`src/rtl/pn_corr_pkg.sv`:
```
package pn_corr_pkg;
  // sign-extend a metric to the accumulator width and apply the chip polarity
  function automatic logic signed [31:0] chip_term(input logic signed [31:0] m, input logic neg);
    return neg ? -m : m;
  endfunction
endpackage

```
`src/rtl/pn_replica_gen.sv`:
```
module pn_replica_gen #(
  parameter int SEED_W = 22,
  parameter int LAG    = 1
) (
  input  logic              clk_i,
  input  logic              rst_ni,
  input  logic              load_i,
  input  logic [SEED_W-1:0] seed_i,
  input  logic              adv_i,
  output logic              bit_o
);
  // sr_q[j] holds chip k+j while chip k is presented
  logic [SEED_W-1:0] sr_q;

  always_ff @(posedge clk_i or negedge rst_ni) begin
    if (!rst_ni)     sr_q <= '0;
    else if (load_i) sr_q <= seed_i;
    else if (adv_i)  sr_q <= {sr_q[SEED_W-LAG] ^ sr_q[0], sr_q[SEED_W-1:1]};
  end

  assign bit_o = sr_q[0];

  p_shift_r3: assert property (@(posedge clk_i) disable iff (!rst_ni)
    adv_i && !load_i |=> sr_q[SEED_W-2:0] == $past(sr_q[SEED_W-1:1]));
endmodule

```
`src/rtl/pn_corr_accum.sv`:
```
module pn_corr_accum
  import pn_corr_pkg::*;
#(
  parameter int MET_W = 4,
  parameter int IDX_W = 10,
  parameter int SEGS  = 4,
  parameter int ACC_W = 14
) (
  input  logic                        clk_i,
  input  logic                        rst_ni,
  input  logic                        clr_i,
  input  logic [(SEGS-1)*ACC_W-1:0]   cp_thr_i,
  input  logic [ACC_W-1:0]            fin_thr_i,
  input  logic                        vld_i,
  input  logic                        neg_i,
  input  logic [IDX_W-1:0]            idx_i,
  input  logic signed [MET_W-1:0]     metric_i,
  output logic                        stop_o,
  output logic                        done_o,
  output logic                        acq_o,
  output logic                        abort_o
);
  localparam int SEG_W  = $clog2(SEGS);
  localparam int SEG_SH = IDX_W - SEG_W;

  logic signed [ACC_W-1:0] thr_in [SEGS];
  logic signed [ACC_W-1:0] thr_q  [SEGS];
  logic signed [ACC_W-1:0] acc_q, acc_nx, term;
  logic [SEG_W-1:0] seg;
  logic seg_end, is_last, pass;

  for (genvar s = 0; s < SEGS; s++) begin : g_thr
    if (s < SEGS-1) begin : g_cp
      assign thr_in[s] = cp_thr_i[s*ACC_W +: ACC_W];
    end else begin : g_fin
      assign thr_in[s] = fin_thr_i;
    end
  end

  always_comb begin
    term    = ACC_W'(chip_term(32'(metric_i), neg_i));
    acc_nx  = acc_q + term;
    seg     = idx_i[IDX_W-1 -: SEG_W];
    seg_end = &idx_i[SEG_SH-1:0];
    is_last = (seg == SEG_W'(SEGS-1));
    pass    = acc_nx > thr_q[seg];
    stop_o  = vld_i && seg_end && (is_last || !pass);
  end

  always_ff @(posedge clk_i or negedge rst_ni) begin
    if (!rst_ni) begin
      acc_q <= '0; done_o <= 1'b0; acq_o <= 1'b0; abort_o <= 1'b0;
      for (int s = 0; s < SEGS; s++) thr_q[s] <= '0;
    end else if (clr_i) begin
      acc_q <= '0; done_o <= 1'b0; acq_o <= 1'b0; abort_o <= 1'b0;
      for (int s = 0; s < SEGS; s++) thr_q[s] <= thr_in[s];
    end else begin
      done_o <= stop_o;
      if (vld_i) acc_q <= acc_nx;
      if (stop_o) begin
        acq_o   <= is_last && pass;
        abort_o <= !is_last && !pass;
      end
    end
  end

  p_no_overflow_r10: assert property (@(posedge clk_i) disable iff (!rst_ni)
    vld_i && !clr_i && term >= 0 |-> acc_nx >= acc_q);
  p_no_underflow_r10: assert property (@(posedge clk_i) disable iff (!rst_ni)
    vld_i && !clr_i && term < 0 |-> acc_nx < acc_q);
  p_flags_excl_r8: assert property (@(posedge clk_i) disable iff (!rst_ni)
    done_o |-> !(acq_o && abort_o));
  p_done_pulse_r8: assert property (@(posedge clk_i) disable iff (!rst_ni)
    done_o |=> !done_o);
endmodule

```
`src/rtl/pn_verify_corr.sv`:
```
module pn_verify_corr #(
  parameter int SEED_W = 22,
  parameter int LAG    = 1,
  parameter int WIN    = 1024,
  parameter int SEGS   = 4,
  parameter int MET_W  = 4,
  localparam int IDX_W = $clog2(WIN),
  localparam int ACC_W = MET_W + IDX_W
) (
  input  logic                      clk_i,
  input  logic                      rst_ni,
  input  logic                      start_i,
  input  logic [SEED_W-1:0]         seed_i,
  input  logic [(SEGS-1)*ACC_W-1:0] cp_thr_i,
  input  logic [ACC_W-1:0]          fin_thr_i,
  output logic                      rd_en_o,
  output logic [IDX_W-1:0]          rd_addr_o,
  input  logic signed [MET_W-1:0]   rd_data_i,
  output logic                      busy_o,
  output logic                      done_o,
  output logic                      acq_o,
  output logic                      abort_o
);
  localparam logic [IDX_W-1:0] LAST = IDX_W'(WIN-1);

  logic busy_q, fetch_q, vld_q, bit_q, launch, stop, chip_bit;
  logic [IDX_W-1:0] fidx_q, aidx_q;

  assign launch = start_i && !busy_q;

  pn_replica_gen #(.SEED_W(SEED_W), .LAG(LAG)) u_gen (
    .clk_i, .rst_ni, .load_i(launch), .seed_i, .adv_i(fetch_q), .bit_o(chip_bit));

  always_ff @(posedge clk_i or negedge rst_ni) begin
    if (!rst_ni) begin
      busy_q <= 1'b0; fetch_q <= 1'b0; vld_q <= 1'b0; bit_q <= 1'b0;
      fidx_q <= '0; aidx_q <= '0;
    end else if (launch) begin
      busy_q <= 1'b1; fetch_q <= 1'b1; vld_q <= 1'b0; fidx_q <= '0;
    end else begin
      vld_q  <= fetch_q && !stop;
      bit_q  <= chip_bit;
      aidx_q <= fidx_q;
      if (stop) begin
        busy_q <= 1'b0; fetch_q <= 1'b0;
      end else if (fetch_q) begin
        fidx_q <= fidx_q + 1'b1;
        if (fidx_q == LAST) fetch_q <= 1'b0;
      end
    end
  end

  pn_corr_accum #(.MET_W(MET_W), .IDX_W(IDX_W), .SEGS(SEGS), .ACC_W(ACC_W)) u_acc (
    .clk_i, .rst_ni, .clr_i(launch), .cp_thr_i, .fin_thr_i,
    .vld_i(vld_q), .neg_i(bit_q), .idx_i(aidx_q), .metric_i(rd_data_i),
    .stop_o(stop), .done_o, .acq_o, .abort_o);

  assign rd_en_o   = fetch_q;
  assign rd_addr_o = fidx_q;
  assign busy_o    = busy_q;

  p_addr_step_r5: assert property (@(posedge clk_i) disable iff (!rst_ni)
    rd_en_o && $past(rd_en_o) |-> rd_addr_o == $past(rd_addr_o) + 1'b1);
  p_read_busy_r5: assert property (@(posedge clk_i) disable iff (!rst_ni)
    rd_en_o |-> busy_o);
  p_done_idle_r8: assert property (@(posedge clk_i) disable iff (!rst_ni)
    done_o |-> !busy_o);
  p_start_busy_r2: assert property (@(posedge clk_i) disable iff (!rst_ni)
    start_i && !busy_o |=> busy_o && !done_o);
endmodule

```
`config.mk`:
```
export PLATFORM = sky130hd
export DESIGN_NAME = pn_verify_corr
export DESIGN_NICKNAME = d
export VERILOG_FILES = /design/src/rtl/pn_corr_pkg.sv /design/src/rtl/pn_replica_gen.sv /design/src/rtl/pn_corr_accum.sv /design/src/rtl/pn_verify_corr.sv
export SDC_FILE = /design/constraint.sdc
export NUM_CORES = 1
export LEC_CHECK = 0
export CAP_MARGIN = 15
export CORE_MARGIN = 3
export CORE_UTILIZATION = 39
export DETAILED_ROUTE_END_ITERATION = 7
export PLACE_DENSITY = 0.71
export SLEW_MARGIN = 40
export SYNTH_ARGS = -nofsm -noshare
export SYNTH_HDL_FRONTEND = slang
export SYNTH_SLANG_ARGS = --single-unit
```
`constraint.sdc`:
```
create_clock -name clk_i -period 7.5 [get_ports clk_i]
set_input_delay 1.5 -clock clk_i [delete_from_list [all_inputs] [get_ports clk_i]]
set_output_delay 1.5 -clock clk_i [all_outputs]
set_load 0.005 [all_outputs]
```
==> flow_summary.toml <==
[die]
ios = 100
rows = 45
die_w_um = 134
core_um2 = 15500
fp.dieH_um = 134
start_util = 0.408
die_area_um2 = 17800

[power]
p_per_area_nw_per_um2 = 408
ir_drop_uv = 237
power_mw = 3.31
p_leak_nw = 3.94

[worst_hold_path]
holdPathStages = 2
hp-start = "u_acc.thr_q[23]"
hold-path-endpoint = "u_acc.thr_q[23]"
hold_path.class = "flip-flop to flip-flop"

[synth]
ys.flop_type = "dfrtp_1"
synth_area_leaders = "dfrtp_1 47%, nand2_1 15%, ha_1 6.5%, mux4_2 5.0%, mux2i_1 4.9%"
synthArstFlopShare = 1.00
yosys_warnings = 0
yosysTopAreaCellShare = 0.470
syn-cell-area_um2 = 6340
synth-seq-area-share = 0.470
syn_inst = 690
synth_seq_cells = 119
avgSynthCellArea_um2 = 9.19
yosysTopAreaCell = "dfrtp_1"
synth_nets = 809
netlist-cell-type-count = 49
synth-edff-count = 0

[grt]
grt_first_pass_wirelength_mm = 25.0
grt_overflow = 0
track_usage = 0.174
antenna_found_initial = 0
grt_max_degree = 85
grt_pass1_vias = 5109

[cells_and_area]
final_common_cell = "nand2_1"
antenna_cells = 0
syn2layout_area_growth_pct = 28.0
drive_gt1_frac = 0.0819
layout_common_cells = "245 x nand2_1, 118 x dfrtp_1, 98 x clkdlybuf4s50_1, 41 x o21ai_0, 33 x ha_1"
final_nets = 900
final-seq-area_um2 = 2980
multi_input_area_um2 = 3110
nFillCells = 1462

[job]
maxCapViolations = 0

[clock_network]
cts_buffers = 17
cts_sinks = 119
max-clock-path-buffers = 2
cts_hold_buf = 0
cts.clk_slew.worst_paths_ps = 50
htreeDepth = 4
cts_tree = "built"
clk_latency_ps = 420
cts_setup_buffers = 0
cts_resized = 0
root_buffer = "clkbuf_16"

[sta]
finalSetupTns_ps = 0
fmax_mhz = 159
fin_crit_sh = 0.839
slew_violations = 0
worst_pin_slew_ps = 810
setup_viol = 0
slew_headroom = 0.460
hold_viol_final = 0
min_period_ps = 6290
rsz0062_at_grt = "false"
skew_ps = 8.08

[routing]
vias = 4963
drt-vias-per-instance = 4.94
dr.pass1.iters = 4
wl_per_cell_um = 14.6
antenna_left = 0
drc_errors = 0
routed_wl_mm = 14.7
first_iter_violations = 401

[placed_design]
io_buffers = 99
dp_hpwl_mm = 10.3
place_congestion = 0.860

[setup_path]
endpoint_kind = "flip-flop"
r2r_cells = 17
cp-start-kind = "primary input"
worst-r2r-setup-slack_ps = 2700
reg2reg_to = "rd_addr_o[3]"
cp_data_required_time_ps = 7830
crit_arrival_ps = 6620
crit_type = "primary input to flip-flop"
r2r-start = "bit_q"
worst-path-max-fanout = 7

[run_status]
status = "complete, no violations"
[state kept, by name (all words and copies together) (netlist names)]
register	flops
rd_en_o	1
aidx_q	10
vld_q	1
u_acc.abort_o	1
u_acc.thr_q	56
u_acc.acc_q	14
u_acc.done_o	1
rd_addr_o	10
bit_q	1
u_gen.sr_q	22
u_acc.acq_o	1
busy_o	1
[routing by layer]
layer	vias up	global-route usage	routed length, um
li1	2493	-	-
met1	2343	0.246	7060
met2	111	0.265	6690
met3	16	0.0378	679
met4	0	0.0623	250
met5	-	0	0
[cells in the mapped netlist (4+ instances only)]
cell,count
xor2_1,5
a21oi_1,24
nand2_1,245
a211oi_1,4
nor2_1,23
nand4_1,6
a21o_1,5
and3_1,6
a31o_2,4
dfrtp_1,119
ha_1,33
or3_1,8
nor3b_1,5
mux4_2,14
mux2i_1,31
nand3_1,9
clkbuf_1,27
inv_1,29
o21ai_0,41
nand2b_1,5
xnor2_1,11
[report_power, final]
part / switching (mW) / total (mW) / internal (mW) / leakage, nW
logic: 0.832 / 1.52 / 0.683 / 2.17
clock network: 0.293 / 0.787 / 0.494 / 0.282
registers: 0.146 / 1.01 / 0.864 / 1.48
total: 1.27 / 3.31 / 2.04 / 3.94
[worst max-delay path by stage]
stage	start	to	slack (ps)	depth (start not counted)
global placement	rd_data_i[0]	rd_addr_o[4]	970	21
detailed placement	rd_data_i[0]	rd_addr_o[3]	790	21
global route	rd_data_i[0]	rd_addr_o[3]	830	21
finish	rd_data_i[0]	rd_addr_o[3]	1210	21
CTS	rd_data_i[0]	rd_addr_o[3]	1190	21
floorplan	rd_data_i[2]	rd_addr_o[3]	1780	19
[layout make-up]
cell class              count  area share
multi-input cells         509       0.383
inverters                  29      0.0134
repair buffers            105       0.133
flip-flops and latches    119       0.367
clock buffers              19      0.0546
clock inverters            13      0.0162
well taps                 211      0.0325
[kinds of logic (layout without fill, tap and decap cells)]
logic type / count (synthesis) / after routing / synth area share
AO/OA/AOI/OAI: 95 / 95 / 0.0908
XOR/XNOR: 16 / 16 / 0.0221
adder cells (fa/ha/maj): 34 / 34 / 0.0683
buffers and inverters: 62 / 166 / 0.0414
flip-flops: 119 / 119 / 0.470
multiplexers: 45 / 45 / 0.0987
AND/OR/NAND/NOR: 319 / 319 / 0.209
[per-stage QoR]
step	cells	hold slack, ps	worst slack (ps)	utilization	cell area, um2
5_1_grt	1005	481	828	0.522	8110
6_report	1005	467	1210	0.522	8110
4_1_cts	1005	472	1190	0.522	8110
3_3_place_gp	971	452	968	0.482	7490
2_1_floorplan	690	438	1780	-	6340
3_5_place_dp	973	458	789	0.485	7540
[worst max-delay path, stage by stage]
cell             delay (ps)
clkdlybuf4s50_1         500
inv_1                    50
ha_1                    200
nand2_1                  70
ha_1                    210
o21ai_0                 310
ha_1                    360
a211oi_1                320
o211ai_1                170
a41oi_1                 400
mux2i_1                 270
nand3_1                 110
xnor2_1                 140
ha_1                    310
nand4_1                  90
or2_4                   270
a32o_1                  240
a211oi_2                300
o21ai_1                 220
or3_1                   410
a21oi_1                 170
(Power assumes the default switching activity.)
